===== config.mk =====
export PLATFORM = sky130hd
export DESIGN_NAME = cms_dma_sequencer
export DESIGN_NICKNAME = d
export VERILOG_FILES = /design/src/rtl/cms_pkg.sv /design/src/rtl/cms_byte_tally.sv /design/src/rtl/cms_block_down.sv /design/src/rtl/cms_dma_sequencer.sv
export SDC_FILE = /design/constraint.sdc
export NUM_CORES = 1
export LEC_CHECK = 0
export ABC_AREA = 1
export CAP_MARGIN = 0
export CORE_UTILIZATION = 35
export DETAILED_ROUTE_END_ITERATION = 6
export MAX_ROUTING_LAYER = met4
export PLACE_DENSITY_LB_ADDON = 0.05
export SYNTH_ARGS = -nofsm -noshare
export SYNTH_HDL_FRONTEND = slang
export SYNTH_SLANG_ARGS = --single-unit

===== constraint.sdc =====
create_clock -name clk -period 5.55 [get_ports clk]
set_clock_uncertainty 0.15 [all_clocks]
set_input_delay 1.11 -clock clk [delete_from_list [all_inputs] [get_ports clk]]
set_output_delay 1.11 -clock clk [all_outputs]
set_load 0.005 [all_outputs]

===== src/rtl/cms_pkg.sv =====
package cms_pkg;

    localparam int BLOCK_BYTES = 16;
    localparam int TALLY_W     = $clog2(BLOCK_BYTES) + 1;
    localparam int NUM_REQ     = 3;

    typedef enum logic [1:0] {
        CH_CODEBOOK = 2'b00,
        CH_CHAIN    = 2'b01,
        CH_OUTFB    = 2'b10,
        CH_CIPHFB   = 2'b11
    } chain_e;

    typedef enum logic [1:0] {
        PT_LOAD   = 2'b00,
        PT_XSTART = 2'b01,
        PT_XONLY  = 2'b10,
        PT_RESULT = 2'b11
    } port_e;

    typedef enum logic [2:0] {
        SQ_IDLE,
        SQ_FIRSTLD,
        SQ_SWFILL,
        SQ_BUSY,
        SQ_SERVE
    } seq_e;

    typedef struct packed {
        logic  used;
        port_e port;
    } step_t;

    function automatic logic port_is_write(port_e p);
        return p != PT_RESULT;
    endfunction

    function automatic logic port_starts_core(port_e p);
        return (p == PT_LOAD) || (p == PT_XSTART);
    endfunction

    // Step table: trigger line index equals step index
    function automatic step_t step_of(chain_e m, logic dec, logic [1:0] idx);
        step_t s;
        s = '{used: 1'b0, port: PT_LOAD};
        unique case (m)
            CH_CODEBOOK: begin
                if (idx == 2'd0)      s = '{used: 1'b1, port: PT_RESULT};
                else if (idx == 2'd1) s = '{used: 1'b1, port: PT_LOAD};
            end
            CH_CHAIN: begin
                if (!dec) begin
                    if (idx == 2'd0)      s = '{used: 1'b1, port: PT_RESULT};
                    else if (idx == 2'd1) s = '{used: 1'b1, port: PT_XSTART};
                end else begin
                    if (idx == 2'd0)      s = '{used: 1'b1, port: PT_XONLY};
                    else if (idx == 2'd1) s = '{used: 1'b1, port: PT_RESULT};
                    else if (idx == 2'd2) s = '{used: 1'b1, port: PT_LOAD};
                end
            end
            CH_OUTFB: begin
                if (idx == 2'd0)      s = '{used: 1'b1, port: PT_XONLY};
                else if (idx == 2'd1) s = '{used: 1'b1, port: PT_RESULT};
                else if (idx == 2'd2) s = '{used: 1'b1, port: PT_XSTART};
            end
            CH_CIPHFB: begin
                if (idx == 2'd0)      s = '{used: 1'b1, port: PT_XONLY};
                else if (idx == 2'd1) s = '{used: 1'b1, port: PT_RESULT};
                else if (idx == 2'd2 && dec) s = '{used: 1'b1, port: PT_LOAD};
            end
            default: s = '{used: 1'b0, port: PT_LOAD};
        endcase
        return s;
    endfunction

endpackage


===== src/rtl/cms_byte_tally.sv =====
module cms_byte_tally
    import cms_pkg::*;
#(
    parameter int FULL = BLOCK_BYTES,
    localparam int W   = $clog2(FULL) + 1
) (
    input  logic clk,
    input  logic rst,
    input  logic clr,
    input  logic hit,
    input  logic word,
    output logic full
);
    logic [W-1:0] cnt;
    logic [W-1:0] sum;

    assign sum  = cnt + (word ? W'(2) : W'(1));
    assign full = hit && (sum >= W'(FULL));

    always_ff @(posedge clk) begin
        if (rst || clr)  cnt <= '0;
        else if (full)   cnt <= '0;
        else if (hit)    cnt <= sum;
    end

    AST_TALLY_RESTART: assert property (@(posedge clk) disable iff (rst)
        full |=> cnt == '0);
    AST_TALLY_BELOW_FULL: assert property (@(posedge clk) disable iff (rst)
        cnt < W'(FULL));

endmodule


===== src/rtl/cms_block_down.sv =====
module cms_block_down #(
    parameter int W = 8
) (
    input  logic         clk,
    input  logic         rst,
    input  logic         load,
    input  logic [W-1:0] load_val,
    input  logic         dec,
    output logic         last
);
    logic [W-1:0] cnt;

    always_ff @(posedge clk) begin
        if (rst)       cnt <= '0;
        else if (load) cnt <= load_val;
        else if (dec)  cnt <= cnt - W'(1);
    end

    assign last = (cnt == W'(1));

    AST_NO_UNDERFLOW: assert property (@(posedge clk) disable iff (rst)
        dec |-> cnt != '0);

endmodule


===== src/rtl/cms_dma_sequencer.sv =====
module cms_dma_sequencer
    import cms_pkg::*;
#(
    parameter int CNT_W = 8
) (
    input  logic             clk,
    input  logic             rst,
    input  logic             cfg_en,
    input  logic [1:0]       cfg_mode,
    input  logic [1:0]       cfg_op,
    input  logic             cnt_wr,
    input  logic [CNT_W-1:0] cnt_val,
    input  logic             acc_valid,
    input  logic             acc_write,
    input  logic             acc_word,
    input  logic [1:0]       acc_port,
    input  logic             core_done,
    output logic             core_start,
    output logic [2:0]       dma_req
);
    seq_e       state;
    logic [1:0] step_idx;
    chain_e     mode_q;
    logic       dec_q;
    logic       last_q;
    logic       start_q;

    step_t  cur_step, nxt_step;
    port_e  a_port;
    logic   hit, full, blk_last, load_cnt, blk_dec;

    assign a_port   = port_e'(acc_port);
    assign cur_step = step_of(mode_q, dec_q, step_idx);
    assign nxt_step = step_of(mode_q, dec_q, step_idx + 2'd1);
    assign load_cnt = (state == SQ_IDLE) && cfg_en && cnt_wr && (cnt_val != '0);
    assign blk_dec  = (state == SQ_BUSY) && core_done && cfg_en;

    always_comb begin
        hit = 1'b0;
        if (acc_valid) begin
            unique case (state)
                SQ_FIRSTLD: hit = acc_write && (a_port == PT_LOAD);
                SQ_SWFILL:  hit = acc_write && port_starts_core(a_port);
                SQ_SERVE:   hit = (a_port == cur_step.port) &&
                                  (acc_write == port_is_write(cur_step.port));
                default:    hit = 1'b0;
            endcase
        end
    end

    cms_byte_tally #(.FULL(BLOCK_BYTES)) u_tally (
        .clk  (clk),
        .rst  (rst),
        .clr  (state == SQ_IDLE),
        .hit  (hit),
        .word (acc_word),
        .full (full)
    );

    cms_block_down #(.W(CNT_W)) u_blocks (
        .clk      (clk),
        .rst      (rst),
        .load     (load_cnt),
        .load_val (cnt_val),
        .dec      (blk_dec),
        .last     (blk_last)
    );

    always_ff @(posedge clk) begin
        if (rst) begin
            state    <= SQ_IDLE;
            step_idx <= '0;
            mode_q   <= CH_CODEBOOK;
            dec_q    <= 1'b0;
            last_q   <= 1'b0;
            start_q  <= 1'b0;
        end else begin
            start_q <= 1'b0;
            if (!cfg_en) begin
                state <= SQ_IDLE;
            end else begin
                unique case (state)
                    SQ_IDLE: if (load_cnt) begin
                        mode_q   <= chain_e'(cfg_mode);
                        dec_q    <= cfg_op[0];
                        step_idx <= '0;
                        state    <= (chain_e'(cfg_mode) == CH_CODEBOOK) ? SQ_FIRSTLD : SQ_SWFILL;
                    end
                    SQ_FIRSTLD, SQ_SWFILL: if (full) begin
                        start_q <= 1'b1;
                        state   <= SQ_BUSY;
                    end
                    SQ_BUSY: if (core_done) begin
                        last_q   <= blk_last;
                        step_idx <= '0;
                        state    <= SQ_SERVE;
                    end
                    SQ_SERVE: if (full) begin
                        if (cur_step.port == PT_RESULT && last_q) begin
                            state <= SQ_IDLE;
                        end else if (port_starts_core(cur_step.port) || !nxt_step.used) begin
                            start_q <= 1'b1;
                            state   <= SQ_BUSY;
                        end else begin
                            step_idx <= step_idx + 2'd1;
                        end
                    end
                    default: state <= SQ_IDLE;
                endcase
            end
        end
    end

    always_comb begin
        unique case (state)
            SQ_FIRSTLD: dma_req = 3'b010;
            SQ_SERVE:   dma_req = 3'(3'b001 << step_idx);
            default:    dma_req = 3'b000;
        endcase
    end

    assign core_start = start_q;

    AST_ONE_REQUEST: assert property (@(posedge clk) disable iff (rst)
        $onehot0(dma_req));
    AST_DISABLED_SILENT: assert property (@(posedge clk) disable iff (rst)
        !cfg_en |=> dma_req == 3'b000);
    AST_START_ONE_CYCLE: assert property (@(posedge clk) disable iff (rst)
        core_start |=> !core_start);
    AST_REQ_HELD: assert property (@(posedge clk) disable iff (rst)
        (dma_req != 3'b000 && !full && cfg_en) |=> $stable(dma_req));
    AST_LINE2_LIMITED: assert property (@(posedge clk) disable iff (rst)
        (mode_q == CH_CODEBOOK || (!dec_q && mode_q != CH_OUTFB)) |-> !dma_req[2]);

endmodule


* Yosys cells after proc, flatten, opt, wreduce, memory -nomap -nowiden
Cells that the tools add are included.
Storage, ports and cells: bits in registers 23, bits in latches 0, RAM bits 0, ROM bits 0, word-level logic and storage cells 124, memories 0
Operators by class: add/sub/neg operators 3, multiply operators 0, div/mod/pow operators 0, order comparisons 1, equal/unequal tests 25, shift-type cells 1, muxes and demuxes 52, bitwise gates (word level) 1, reduce and logical (&&, ||, !) cells 33
Operators with widths (number):
- 3-bit two-way mux | 20
- 2-bit two-way mux | 16
- 3-bit case mux with 4 select lines | 2
- 8-bit two-way mux | 2
- 2-bit inequality test, second input constant | 7
- 2-bit zero test | 6
- 1-bit logical AND | 11
- 2-bit by 1-bit == test with 1-bit output, second input constant | 5
- 2-bit == test, second input constant | 5
- 8-bit by 1-bit == test with 1-bit output, second input constant | 1
- 2-bit case mux with 4 select lines | 1
- 8-bit nonzero test | 1
- 8-bit by 1-bit subtractor with 8-bit output, second input constant | 1
- 1-bit two-way mux | 7
- 7-bit AND reduction | 1
- 3-bit by 2-bit == test with 1-bit output, second input constant | 2
- 2-bit case mux with 3 select lines | 1
- 3-bit case mux with 2 select lines | 1
- 3-bit AND reduction | 2
- 2-bit OR reduction | 3
- 5-bit adder | 1
- 5-bit greater-or-equal comparator, second input constant | 1
- 5-bit AND reduction | 1
- 1-bit logical OR | 4
- other kinds (14) | 14

* Longest topological paths before layout
word-level depth 13, depth in mapped cells 17, mapped depth without buffers 17

* Cells and area by module
From an unflattened synthesis, not the netlist that was laid out.
Second synthesis, totals: cells, all modules 277, area, all modules 1808.0 um2
Modules (own cells, without submodules):
- cms_dma_sequencer | instances 1, cells each 159, area an instance 969.7 um2
- cms_block_down | instances 1, cells each 81, area an instance 545.5 um2
- cms_byte_tally | instances 1, cells each 37, area an instance 292.8 um2

* Worst setup path after synthesis
No wires, ideal clock.
kind input to register, from input port acc_word, to register step_idx[1], arrival 2.373 ns, setup slack 2.914 ns, stages on the path 12, path buffers 0, cells stage by stage inv_1 -> ha_1 -> fa_1 -> nand3_1 -> xor2_1 -> inv_1 -> nand4_1 -> nand2_1 -> nand2_1 -> nand2_1 -> nand2_1 -> nor2_1
Between the ends: cells in the longest elaborated chain, start to end 6
Ends and longest elaborated chain:
- start, declared | RTL line cms_dma_sequencer.sv:15 | input logic acc_word,
- 2-bit two-way mux | RTL line cms_byte_tally.sv:17 | assign sum = cnt + (word ? W'(2) : W'(1));
- 5-bit adder | RTL line cms_byte_tally.sv:17
- 5-bit greater-or-equal comparator | RTL line cms_byte_tally.sv:18 | assign full = hit && (sum >= W'(FULL));
- 1-bit logical AND | RTL line cms_byte_tally.sv:18
- 2-bit inequality test (no line)
- 7-bit AND reduction (no line)
- end signal, assigned | RTL line cms_dma_sequencer.sv:105 | step_idx <= step_idx + 2'd1;
- end, declared | RTL line cms_dma_sequencer.sv:22 | logic [1:0] step_idx;
No other way between the ends. A chain may end at the register's enable or synchronous reset.

* Worst setup path in the final report
from register state[1], to output port dma_req[1]
Between the ends: cells in the longest elaborated chain, start to end 2, elaborated cells between the ends (all ways) 3, those cells by class eq/ne (2); mux (1)
Ends and longest elaborated chain:
- start, declared | RTL line cms_dma_sequencer.sv:21 | seq_e state;
- start signal, assigned | RTL line cms_dma_sequencer.sv:87 | state <= (chain_e'(cfg_mode) == CH_CODEBOOK) ? SQ_FIRSTLD : SQ_SWFILL;
- 3-bit == test / 3-bit by 1-bit == test with 1-bit output (equally long branches) | RTL line cms_dma_sequencer.sv:115 | unique case (state)
- 3-bit case mux with 2 select lines (*) | RTL line cms_dma_sequencer.sv:115
- end, declared | RTL line cms_dma_sequencer.sv:19 | output logic [2:0] dma_req
Every way passes the cells marked *; elsewhere a longest branch is shown, timed or not.

==> results.json <==
{
  "outcome": "finished with violations",
  "violations": "design-rule violations",
  "grt_pass1_wl_um": 6624,
  "clk_path_buf_depth": 2,
  "htreeDepth": 1,
  "final_area_mm2": 0.001994,
  "start_kind": "flip-flop",
  "timing.fmax_mhz": 306.3,
  "holdPathStages": 2,
  "crit_type": "reg -> out",
  "min_path_type": "reg -> reg",
  "tightest_slew_ns": 0.5026,
  "grt_use_total": 0.1681,
  "worstPathArrival_ns": 2.01,
  "syn_area_per_cell_um2": 6.482,
  "place_ws_ns": 2.179,
  "clk_transition_reported_paths_ns": 0.08,
  "insertion_delay_ns": 0.26,
  "synth_cells": 255,
  "route.detailed.drc": 6,
  "cts_sinks": 23,
  "required_ns": 4.29,
  "finalCritPeriodShare": 0.5883,
  "tritoncts": "built",
  "synthesis.nets": 288,
  "numCtsBuffers": 3,
  "wl_per_cell_um": 11.12,
  "end_kind": "output pin",
  "die-area_mm2": 0.005001,
  "start_util": 0.3719,
  "fin_crit_ns": 3.265,
  "rows": 24,
  "postCtsResizedCells": 0,
  "grt_max_degree": 14,
  "gp_congestion": 0.7969,
  "min_from": "u_tally.cnt[4]",
  "fp.dieH_um": 70.72,
  "nNetsFinal": 315,
  "rsz0062_at_grt": "false",
  "placed_cell_area_mm2": 0.001949,
  "die_w_um": 70.72,
  "powerDensity_mw_per_mm2": 450.9,
  "fin_ws_ns": 2.285,
  "postRouteWirelength_um": 3702,
  "core_mm2": 0.004444,
  "synth_seq_area_share": 0.2786,
  "num_vias": 1618,
  "slew_headroom": 0.6639,
  "ioPinCount": 26,
  "max-cap-violations": 0,
  "r2r-start": "step_idx[0]",
  "fillCellCount": 465,
  "setup_viol_count_final": 0,
  "post_cts.repair.setup_buffers": 0,
  "ir_drop_mv": 0.1576,
  "ys_ff_latch": 23,
  "fin_setup_tns_ns": 0,
  "ys_warn_count": 0,
  "hold_viol": 0,
  "crit_start": "state[1]",
  "grt_pass1_vias": 1515,
  "r2r_setup_slack_ns": 3.25,
  "viasPerCell": 4.859,
  "synth.distinct_cells": 33,
  "antenna_found_initial": 0,
  "syn_area_mm2": 0.001653,
  "drt-pass1-iter-count": 6,
  "clockRootBuffer": "clkbuf_8",
  "hpwl_um": 3000,
  "holdPathEnd": "u_tally.cnt[4]",
  "power.leakage_nw": 0.8865,
  "hold_ws_ns": 0.3085,
  "io_buffer_count": 24,
  "syn_to_final_growth_pct": 20.67,
  "crit_fanout": 6,
  "layout-drive-gt1-share": 0.07117,
  "drv_slew": 0,
  "worst-r2r-cell-count": 16,
  "holdBufCountCts": 0,
  "r2r_end": "u_tally.cnt[3]",
  "diodes": 0,
  "drtIter0Drc": 103,
  "grt.overflow.total": 0,
  "drtAntennaViolNets": 0
}
[state kept, by name, summed over array words and instances (netlist names)]
signal and flops:
u_tally.cnt 5, mode_q 2, last_q 1, u_blocks.cnt 8, state 3, dec_q 1, core_start 1, step_idx 2
[power by group]
part / internal [W] / switching [W]
registers: 0.000200 / 0.0000315
clock network: 0.0000512 / 0.0000534
logic: 0.000206 / 0.000357
[critical path: stages, from the launching register on]
cell             delay (ns)
dfxtp_1                0.35
nor2_1                 0.13
inv_1                  0.09
nor2_1                 0.30
inv_1                  0.19
o21ai_0                0.18
clkdlybuf4s50_1        0.52
[worst max path at each step]
stage | end | cells past startpoint
2_1_floorplan | step_idx[1] | 12
3_3_place_gp | u_tally.cnt[2] | 12
3_5_place_dp | u_tally.cnt[2] | 12
4_1_cts | dma_req[1] | 6
5_1_grt | dma_req[1] | 6
6_report | dma_req[1] | 6
[cells in the mapped netlist (all sizes together)]
cell type  number  share of area
fa              1          0.012
or2             1         0.0038
buf             1         0.0030
xnor2           1         0.0053
nor3            3          0.019
nand3b          3          0.016
clkbuf          1         0.0023
o211ai          1         0.0045
nand3          22          0.082
a211oi          1         0.0045
ha             10          0.076
a21oi          13          0.042
nand2          68           0.16
dfxtp          23           0.28
nor2           29          0.066
inv            45           0.10
o311ai          1         0.0053
nand4           5          0.019
a22oi           2          0.012
a31oi           8          0.030
nor4            3          0.011
xor2            3          0.016
o21ai           9          0.027
a221oi          1         0.0053
[cell type report]
| type | count | area (um2) | share of cell area |
|---|---|---|---|
| Clock buffer | 4 | 45.04 | 0.02258 |
| Inverter | 45 | 168.9 | 0.08469 |
| Sequential cell | 23 | 460.4 | 0.2309 |
| Timing Repair Buffer | 24 | 240.2 | 0.1205 |
| Multi-Input combinational cell | 185 | 1015 | 0.5088 |
| Tap cell | 52 | 65.06 | 0.03262 |
[per-layer routing]
metal	vias to the layer above	global-route usage	wire length, um
met4	0	0.04667	23
met1	713	0.2120	1860
met5	-	-	0
li1	881	-	-
met3	2	0.02279	113
met2	22	0.2821	1705
[cell families (layout without fill, tap and decap cells)]
| logic type | after synthesis | in the layout | share of synthesized area |
|---|---|---|---|
| AOI/OAI and AO/OA | 36 | 36 | 0.1310 |
| xor gates and xnor gates | 4 | 4 | 0.02120 |
| adders and majority gates | 11 | 11 | 0.08781 |
| buffers and inverters | 47 | 73 | 0.1075 |
| DFF | 23 | 23 | 0.2786 |
| and+or+nand+nor | 134 | 134 | 0.3740 |
[placed cells by master, fill, tap and decap left out, types with 5 or more instances in the layout]
cell type,instances
ha_1,10
a31oi_1,8
nand3_2,5
nand2_1,66
nand3_1,17
o21ai_0,8
clkdlybuf4s50_1,24
dfxtp_1,23
inv_1,40
nand4_1,5
a21oi_1,12
nor2_1,29
inv_2,5
[per-stage QoR]
| step | util | power, W | instances |
|---|---|---|---|
| 3_5_place_dp | 0.4386 | 0.0007975 | 329 |
| 3_3_place_gp | 0.4386 | 0.0008027 | 329 |
| 5_1_grt | 0.4488 | 0.001013 | 333 |
| 2_1_floorplan | - | 0.0006699 | 255 |
| 4_1_cts | 0.4488 | 0.0009066 | 333 |
| 6_report | 0.4488 | 0.0008992 | 333 |
Power figures use the tool's default switching activity.
